==> config.mk <==
export PLATFORM = sky130hd
export DESIGN_NAME = rom_bus_if
export DESIGN_NICKNAME = d
export VERILOG_FILES = /design/src/rtl/rom_bus_pkg.sv /design/src/rtl/rom_cfg_sense.sv /design/src/rtl/rom_addr_slice.sv /design/src/rtl/rom_rd_seq.sv /design/src/rtl/rom_bus_if.sv
export SDC_FILE = /design/constraint.sdc
export NUM_CORES = 1
export LEC_CHECK = 0
export CAP_MARGIN = 20
export CORE_MARGIN = 4
export CORE_UTILIZATION = 45
export CTS_BUF_LIST = sky130_fd_sc_hd__clkbuf_4
export DETAILED_ROUTE_END_ITERATION = 7
export PLACE_DENSITY = 0.77
export SYNTH_ARGS = -nofsm -noshare
export SYNTH_HDL_FRONTEND = slang
export SYNTH_SLANG_ARGS = --single-unit
==> constraint.sdc <==
create_clock -name clk_i -period 3.5 [get_ports clk_i]
set_input_delay 0.7 -clock clk_i [delete_from_list [all_inputs] [get_ports clk_i]]
set_output_delay 0.7 -clock clk_i [all_outputs]
set_load 0.005 [all_outputs]
==> src/rtl/rom_bus_pkg.sv <==
package rom_bus_pkg;
  localparam int unsigned SLICE_W = 8;

  typedef enum logic [1:0] {
    ST_IDLE,
    ST_ADR,
    ST_DATA
  } rd_state_e;
endpackage

==> src/rtl/rom_cfg_sense.sv <==
module rom_cfg_sense #(
  parameter int unsigned ADDR_W    = 20,
  parameter int unsigned BASE_LOG2 = 14,
  parameter int unsigned SENSE_CYC = 4
) (
  input  logic              clk_i,
  input  logic              rst_ni,
  input  logic [4:0]        strap_i,
  output logic              cfg_valid_o,
  output logic [1:0]        wait_sel_o,
  output logic              three_lat_o,
  output logic [ADDR_W-1:0] mask_o
);
  localparam int unsigned CODE_MAX = ADDR_W - BASE_LOG2;
  localparam int unsigned CNT_W    = $clog2(SENSE_CYC + 1);
  localparam int unsigned TWO_LOG2 = 2 * rom_bus_pkg::SLICE_W;

  logic [CNT_W-1:0] cnt_q;
  logic             valid_q;
  logic [2:0]       code_q;
  logic [1:0]       wsel_q;
  logic [2:0]       code_in;

  assign code_in = (strap_i[2:0] > 3'(CODE_MAX)) ? 3'(CODE_MAX) : strap_i[2:0];

  always_ff @(posedge clk_i or negedge rst_ni) begin
    if (!rst_ni) begin
      cnt_q   <= '0;
      valid_q <= 1'b0;
      code_q  <= '0;
      wsel_q  <= '0;
    end else if (!valid_q) begin
      if (cnt_q == CNT_W'(SENSE_CYC - 1)) begin
        valid_q <= 1'b1;
        code_q  <= code_in;
        wsel_q  <= strap_i[4:3];
      end else begin
        cnt_q <= cnt_q + 1'b1;
      end
    end
  end

  assign cfg_valid_o = valid_q;
  assign wait_sel_o  = wsel_q;
  assign three_lat_o = (BASE_LOG2 + 32'(code_q)) > TWO_LOG2;
  assign mask_o      = ~({ADDR_W{1'b1}} << (BASE_LOG2 + 32'(code_q)));
endmodule

==> src/rtl/rom_addr_slice.sv <==
module rom_addr_slice #(
  parameter int unsigned ADDR_W  = 20,
  parameter int unsigned NUM_LAT = 3
) (
  input  logic [ADDR_W-1:0] addr_i,
  input  logic [1:0]        idx_i,
  output logic [7:0]        byte_o
);
  localparam int unsigned EXT_W = 8 * NUM_LAT;

  logic [EXT_W-1:0] addr_ext;
  logic [7:0]       slices [NUM_LAT];

  assign addr_ext = EXT_W'(addr_i);

  for (genvar k = 0; k < NUM_LAT; k++) begin : g_slice
    assign slices[k] = addr_ext[8*k +: 8];
  end

  always_comb begin
    byte_o = '0;
    for (int k = 0; k < NUM_LAT; k++) begin
      if (idx_i == 2'(k)) byte_o = slices[k];
    end
  end
endmodule

==> src/rtl/rom_rd_seq.sv <==
module rom_rd_seq
  import rom_bus_pkg::*;
#(
  parameter int unsigned ADDR_W  = 20,
  parameter int unsigned NUM_LAT = 3
) (
  input  logic               clk_i,
  input  logic               rst_ni,
  input  logic               cfg_valid_i,
  input  logic               three_lat_i,
  input  logic [1:0]         wait_sel_i,
  input  logic [ADDR_W-1:0]  mask_i,
  input  logic               req_i,
  input  logic [ADDR_W-1:0]  addr_i,
  input  logic [7:0]         bus_i,
  output logic [ADDR_W-1:0]  addr_o,
  output logic [1:0]         idx_o,
  output logic [NUM_LAT-1:0] latch_o,
  output logic               bus_oe_o,
  output logic               rom_oe_o,
  output logic               busy_o,
  output logic               done_o,
  output logic [7:0]         data_o
);
  rd_state_e         st_q;
  logic [1:0]        idx_q;
  logic [3:0]        wcnt_q;
  logic [ADDR_W-1:0] addr_q;
  logic [7:0]        data_q;
  logic              done_q;
  logic [3:0]        wlast;
  logic [1:0]        idx_last;

  assign wlast    = 4'((5'd1 << wait_sel_i) - 5'd1);
  assign idx_last = three_lat_i ? 2'd2 : 2'd1;

  always_ff @(posedge clk_i or negedge rst_ni) begin
    if (!rst_ni) begin
      st_q   <= ST_IDLE;
      idx_q  <= '0;
      wcnt_q <= '0;
      addr_q <= '0;
      data_q <= '0;
      done_q <= 1'b0;
    end else begin
      done_q <= 1'b0;
      unique case (st_q)
        ST_IDLE: begin
          if (req_i && cfg_valid_i) begin
            addr_q <= addr_i & mask_i;
            idx_q  <= '0;
            st_q   <= ST_ADR;
          end
        end
        ST_ADR: begin
          if (idx_q == idx_last) begin
            wcnt_q <= '0;
            st_q   <= ST_DATA;
          end else begin
            idx_q <= idx_q + 1'b1;
          end
        end
        ST_DATA: begin
          if (wcnt_q == wlast) begin
            data_q <= bus_i;
            done_q <= 1'b1;
            st_q   <= ST_IDLE;
          end else begin
            wcnt_q <= wcnt_q + 1'b1;
          end
        end
        default: st_q <= ST_IDLE;
      endcase
    end
  end

  assign addr_o   = addr_q;
  assign idx_o    = idx_q;
  assign bus_oe_o = (st_q == ST_ADR);
  assign rom_oe_o = (st_q == ST_DATA);
  assign latch_o  = bus_oe_o ? (NUM_LAT'(1) << idx_q) : '0;
  assign busy_o   = !cfg_valid_i || (st_q != ST_IDLE);
  assign done_o   = done_q;
  assign data_o   = data_q;
endmodule

==> src/rtl/rom_bus_if.sv <==
module rom_bus_if #(
  parameter int unsigned ADDR_W    = 20,
  parameter int unsigned BASE_LOG2 = 14,
  parameter int unsigned SENSE_CYC = 4
) (
  input  logic                       clk_i,
  input  logic                       rst_ni,
  input  logic                       req_i,
  input  logic [ADDR_W-1:0]          addr_i,
  output logic                       busy_o,
  output logic                       done_o,
  output logic [7:0]                 data_o,
  input  logic [7:0]                 bus_i,
  output logic [7:0]                 bus_o,
  output logic                       bus_oe_o,
  output logic [((ADDR_W+7)/8)-1:0]  latch_o,
  output logic                       rom_oe_o,
  output logic                       cfg_valid_o,
  output logic [ADDR_W-1:0]          rom_mask_o
);
  localparam int unsigned NUM_LAT = (ADDR_W + 7) / 8;

  logic              three_lat;
  logic [1:0]        wait_sel;
  logic [ADDR_W-1:0] addr_q;
  logic [1:0]        idx;
  logic [7:0]        slice;

  rom_cfg_sense #(
    .ADDR_W(ADDR_W), .BASE_LOG2(BASE_LOG2), .SENSE_CYC(SENSE_CYC)
  ) u_sense (
    .clk_i      (clk_i),
    .rst_ni     (rst_ni),
    .strap_i    (bus_i[4:0]),
    .cfg_valid_o(cfg_valid_o),
    .wait_sel_o (wait_sel),
    .three_lat_o(three_lat),
    .mask_o     (rom_mask_o)
  );

  rom_rd_seq #(.ADDR_W(ADDR_W), .NUM_LAT(NUM_LAT)) u_seq (
    .clk_i      (clk_i),
    .rst_ni     (rst_ni),
    .cfg_valid_i(cfg_valid_o),
    .three_lat_i(three_lat),
    .wait_sel_i (wait_sel),
    .mask_i     (rom_mask_o),
    .req_i      (req_i),
    .addr_i     (addr_i),
    .bus_i      (bus_i),
    .addr_o     (addr_q),
    .idx_o      (idx),
    .latch_o    (latch_o),
    .bus_oe_o   (bus_oe_o),
    .rom_oe_o   (rom_oe_o),
    .busy_o     (busy_o),
    .done_o     (done_o),
    .data_o     (data_o)
  );

  rom_addr_slice #(.ADDR_W(ADDR_W), .NUM_LAT(NUM_LAT)) u_slice (
    .addr_i(addr_q),
    .idx_i (idx),
    .byte_o(slice)
  );

  assign bus_o = bus_oe_o ? slice : 8'h00;
endmodule

==> impl_metrics.tcl, run 1 <==
set metrics [dict create \
    status "complete, no violations" \
    h-tree-depth 2 \
    die_w_microns 82.8 \
    synth_area_sq_mm 0.00252 \
    cts_tree "built" \
    drv_cap 0 \
    synth.yosys.seq_area_share_pct 45.7 \
    vias 2071 \
    worst_pin_slew_ns 0.559 \
    cp-start-kind "register" \
    r2r_slack_ns 0.91 \
    synth_top_area_share_pct 45.7 \
    io_buffer_count 69 \
    die_area_sq_mm 0.00686 \
    ioPinCount 75 \
    first_pass_iters 4 \
    grtUsageTotal_pct 17.1 \
    drc_errors 0 \
    layout_min_cycle_time_ns 3.08 \
    antenna_found_initial 0 \
    yosys_register_bits 46 \
    crit_path_max_fanout 17 \
    finalCritPeriodShare_pct 87.9 \
    r2r_cells 7 \
    syn_inst 272 \
    synth_area_leaders "dfrtp_1 46%, nand2_1 8.8%, ha_1 7.0%" \
    clock_path_buffers 2 \
    setup-violations-final 0 \
    drtIter0Drc 127 \
    critical_path_arrival_ns 2.38 \
    criticalPathCategory "reg2out" \
    min_path_type "in2async" \
    yosysTopAreaCell "dfrtp_1" \
    dp_hpwl_microns 4210 \
    cts_resized 0 \
    syn2layout_area_growth_pct 30.3 \
    fin_nets 377 \
    crit_required_ns 2.80 \
    finalMaxSlewViolations 0 \
    peakVddDrop_uv 271 \
    synth_edf_count 0 \
    cts_root_buffer "clkbuf_4" \
    core_area_sq_mm 0.00527 \
    grt_max_degree 47 \
    ys_warn_count 0 \
    grt_pass1_wl_microns 9700 \
    die_y_microns 82.8 \
    drt-total-wl_microns 5570 \
    grt_remaining_overflow 0 \
    start_util_pct 47.8 \
    hold_violations 0 \
    syn_area_per_cell_sq_um 9.26 \
    r2r-end "u_seq.st_q[1]$_DFFE_PN0P_" \
    antenna_left 0 \
    synthArstFlopShare_pct 100 \
    fin_cells 403 \
    placedCellCount 394 \
    wire_per_inst_microns 13.8 \
    post-cts-setup-buffers 0 \
    gp_congestion 0.860 \
    row_count 26 \
    clock-sinks 46 \
    grt_pass1_vias 2030 \
    diodes 0 \
    rr_startpoint "u_sense.code_q[1]$_DFFE_PN0P_" \
    synth_ff_type "dfrtp_1" \
    power.density_mw_per_mm2 636 \
    power.leakage_nw 1.45 \
    clock_latency_ns 0.37 \
    vias_per_cell 5.14 \
    hold_buffers 0 \
    layout-drive-gt1-share_pct 7.21 \
    maxSlewHeadroom_pct 62.7 \
    skew_ns 0.0104 \
    max_freq_mhz 325 \
    worst_setup_path_end_kind "output port" \
    synth_cell_types 40 \
    cts_buffers 5 \
    path_clk_slew_ns 0.14 \
    setup-tns-final_ns 0 \
    rsz0062_at_grt "no" \
]
-- logic make-up after synthesis --
logic type,synth area share (%)
and+or+nand+nor,19.6
AOI/OAI and AO/OA,12.7
DFF,45.7
buffers and inverters,5.96
muxes,8.59
adders and majority gates,6.95
other,0.149
xor gates and xnor gates,0.348
-- where the power goes --
group	leakage, nW	total [W]	switching [W]	internal (W)
clock	0.0312	0.000259	0.000180	0.0000783
sequential	0.563	0.000825	0.000109	0.000716
combinational	0.859	0.00100	0.000478	0.000525
total	1.45	0.00209	0.000767	0.00132
-- cells in the mapped netlist, drive strengths merged, types with 2 or more instances --
master / number
and3: 2
o21ai: 27
nor2: 16
nor4b: 2
a22o: 3
a211o: 3
inv: 10
and2: 9
clkbuf: 12
buf: 10
nand2b: 3
mux2: 18
ha: 14
dfrtp: 46
a21oi: 12
nand3: 7
nand2: 59
nor3: 2
-- metrics by stage --
step           utilization [%]  area (sq um)  hold WS, ns  total power [W]  worst slack [ns]
2_1_floorplan                -          2530        0.404          0.00142              1.08
3_3_place_gp              60.8          3200        0.464          0.00181             0.876
3_5_place_dp              60.8          3200        0.471          0.00184             0.857
4_1_cts                   61.9          3260        0.501          0.00211             0.424
5_1_grt                   62.3          3280        0.127          0.00227             0.190
6_report                  62.3          3280        0.135          0.00209             0.423
-- how the worst max path moves through the flow --
stage	end	slack, ns	cells past startpoint	from
after floorplan	u_seq.st_q[1]$_DFFE_PN0P_	1.08	8	u_sense.code_q[1]$_DFFE_PN0P_
after global placement	rom_mask_o[16]	0.88	5	u_sense.code_q[1]$_DFFE_PN0P_
after detailed placement	bus_o[1]	0.86	8	u_seq.idx_o[0]$_DFFE_PN0P_
after CTS	bus_o[3]	0.42	6	u_seq.idx_o[1]$_DFFE_PN0P_
after global routing	bus_o[3]	0.19	6	u_seq.idx_o[1]$_DFFE_PN0P_
final	bus_o[1]	0.42	6	u_seq.idx_o[1]$_DFFE_PN0P_
-- placed cells by master (no fill, tap or decap), drive strengths merged, types with 2 or more instances in the layout --
cell,Yosys,layout
conb,1,5
nand2,59,59
clkbuf,12,5
clkinv,0,2
buf,10,3
a22o,3,3
clkdlybuf4s50,0,68
nor4b,2,2
nor3,2,2
dfrtp,46,46
o21ai,27,27
a211o,3,3
mux2,18,18
nor2,16,16
inv,10,10
and3,2,2
ha,14,14
nand2b,3,3
a21oi,12,12
nand3,7,7
and2,9,9
-- layer usage --
layer	GRT usage, %	vias to the layer above	share of wire (%)
li1	-	1027	-
met1	22.3	968	45
met2	27.3	60	48
met3	3.47	16	4.5
met4	7.73	0	2.9
met5	0	-	0
-- area by class of cell --
type / instances / area, sq um
clock buffers: 5 / 37.5
multi-input cells: 198 / 1230
flip-flops and latches: 46 / 1150
repair buffers: 71 / 713
clock inverters: 3 / 21.3
fillers: 460 / 1990
well taps: 70 / 87.6
inverters: 10 / 37.5
-- flip-flops by register name (all words and copies together) (netlist names) --
| signal | flops |
|---|---|
| u_seq.done_o | 1 |
| u_sense.cfg_valid_o | 1 |
| u_seq.st_q | 2 |
| u_seq.addr_o | 20 |
| u_sense.wait_sel_o | 2 |
| u_sense.code_q | 3 |
| u_seq.data_o | 8 |
| u_seq.idx_o | 2 |
| u_sense.cnt_q | 3 |
| u_seq.wcnt_q | 4 |
-- worst max-delay path, stage by stage, from the launching register on --
cell,delay (ns)
dfrtp_1,0.42
inv_1,0.13
ha_1,0.53
a21oi_1,0.12
o21ai_0,0.16
and2_1,0.14
clkdlybuf4s50_1,0.49
Power figures use the tool's default switching activity.
==> inputs of run 2 (changes only) <==
CTS_BUF_LIST = not set   (was sky130_fd_sc_hd__clkbuf_4)
TNS_END_PERCENT = 30   (was not set)
clock period = 3.2 ns   (was 3.5 ns; I/O delays follow)
==> impl_metrics.tcl, run 2 (synthesis gave the netlist of run 1 again) <==
set metrics [dict create \
    final_util_pct 62.9 \
    seqPwrFrac_pct 38.2 \
    cts_buffers 5 \
    start_util_pct 47.8 \
    clock_path_buffers 2 \
    criticalPathCategory "reg2out" \
    place_ws_ns 0.605 \
    met1_usage_pct 22.4 \
    layout_min_cycle_time_ns 2.93 \
    antenna_left 0 \
    gp_congestion 0.845 \
    power.density_mw_per_mm2 713 \
    drtIter0Drc 114 \
    power.leakage_nw 1.46 \
    drv_cap 0 \
    drt-total-wl_microns 5480 \
    r2r_slack_ns 0.64 \
    rr_startpoint "u_sense.code_q[1]$_DFFE_PN0P_" \
    diodes 0 \
    final_common_cell "clkdlybuf4s50_1" \
    antenna_found_initial 0 \
    fin_ws_ns 0.272 \
    power_frac_clock_pct 15.6 \
    critical_path_arrival_ns 2.29 \
    cts_resized 0 \
    min_path_type "in2async" \
    grt.met3_usage_pct 3.27 \
    p_sw_w 0.000848 \
    grt_max_degree 47 \
    crit_required_ns 2.56 \
    grt_pass1_wl_microns 9190 \
    die_area_sq_mm 0.00686 \
    timing.hold.ws_ns 0.161 \
    switching_share_pct 35.9 \
    mostFrequentLayoutCells "68 x clkdlybuf4s50_1, 59 x nand2_1, 46 x dfrtp_1" \
    die_w_microns 82.8 \
    peakVddDrop_uv 348 \
    grtUsageTotal_pct 16.1 \
    clock_latency_ns 0.30 \
    hold_buffers 0 \
    startpoint "u_seq.idx_o[1]$_DFFE_PN0P_" \
    p_total_w 0.00236 \
    vias_per_cell 5.05 \
    p_comb_share_pct 46.2 \
    finalCritPeriodShare_pct 91.5 \
    r2r_cells 7 \
    grt_remaining_overflow 0 \
    status "complete, no violations" \
    met2_usage_pct 25.2 \
    row_count 26 \
    path_clk_slew_ns 0.10 \
    die_y_microns 82.8 \
    layout-drive-gt1-share_pct 7.21 \
    syn2layout_area_growth_pct 31.6 \
    io_buffer_count 69 \
    grt_busiest_layer "met2" \
    hold_violations 0 \
    max_freq_mhz 342 \
    first_pass_iters 4 \
    post-cts-setup-buffers 0 \
    rsz0062_at_grt "no" \
    ioPinCount 75 \
    dp_hpwl_microns 4140 \
    cp-start-kind "register" \
    maxSlewHeadroom_pct 64.3 \
    setup-violations-final 0 \
    crit_path_max_fanout 17 \
    finalMaxSlewViolations 0 \
    fin_nets 377 \
    cts_tree "built" \
    setup-tns-final_ns 0 \
    clock-sinks 46 \
    vias 2036 \
    cts_root_buffer "clkbuf_8" \
    largest_reg_flops 20 \
    grt_pass1_vias 1946 \
    power.internal_w 0.00151 \
    worst_setup_path_end_kind "output port" \
    worst_pin_slew_ns 0.536 \
    drc_errors 0 \
    skew_ns 0.0109 \
    h-tree-depth 2 \
    core_area_sq_mm 0.00527 \
    wire_per_inst_microns 13.6 \
]
[run 2: cell count changes in the layout (fill, tap and decap cells not counted), sizes merged]
cell,delta
clkinv,-2
clkinvlp,+1
inv,+1
[run 2: final timing paths]
path,to
max in group asynchronous,u_seq.addr_o[16]$_DFFE_PN0P_
min,u_seq.addr_o[11]$_DFFE_PN0P_
max reg2reg,u_seq.st_q[1]$_DFFE_PN0P_
min in group clk_i,u_sense.cnt_q[2]$_DFFE_PN0P_
min reg2reg,u_sense.cnt_q[2]$_DFFE_PN0P_
max,bus_o[1]
[run 2: routing by layer]
metal / share of wire (%) / up-vias
met5: 0 / -
met4: 1.4 / 0
met3: 3.7 / 8
met2: 48 / 45
met1: 47 / 961
li1: - / 1022
[run 2: area by class of cell]
cell class | count | area [sq um]
repair buffers | 71 | 713
clock inverters | 3 | 23.8
inverters | 10 | 37.5
clock buffers | 5 | 68.8
well taps | 70 | 87.6
flip-flops and latches | 46 | 1150
multi-input cells | 198 | 1230
fillers | 484 | 1960
[run 2: through the flow]
stage	cells	area (sq um)
2_1_floorplan	276	2530
3_3_place_gp	394	3200
3_5_place_dp	394	3200
4_1_cts	402	3290
5_1_grt	403	3310
6_report	403	3310
[run 2: power groups by stage]
stage / clock (W) / combinational, W / sequential [W]
after global routing: 0.000408 / 0.00122 / 0.000931
after detailed placement: 0 / 0.00110 / 0.000915
final: 0.000368 / 0.00109 / 0.000903
after global placement: 0 / 0.00107 / 0.000911
after CTS: 0.000381 / 0.00110 / 0.000903
after floorplan: 0 / 0.000659 / 0.000892
[run 2: worst max-delay path, stage by stage (launching register included)]
cell and delay [ns]:
dfrtp_1 0.40, inv_1 0.13, ha_1 0.52, nor2_1 0.10
a21oi_1 0.15, o21ai_0 0.08, and2_1 0.16, clkdlybuf4s50_1 0.44
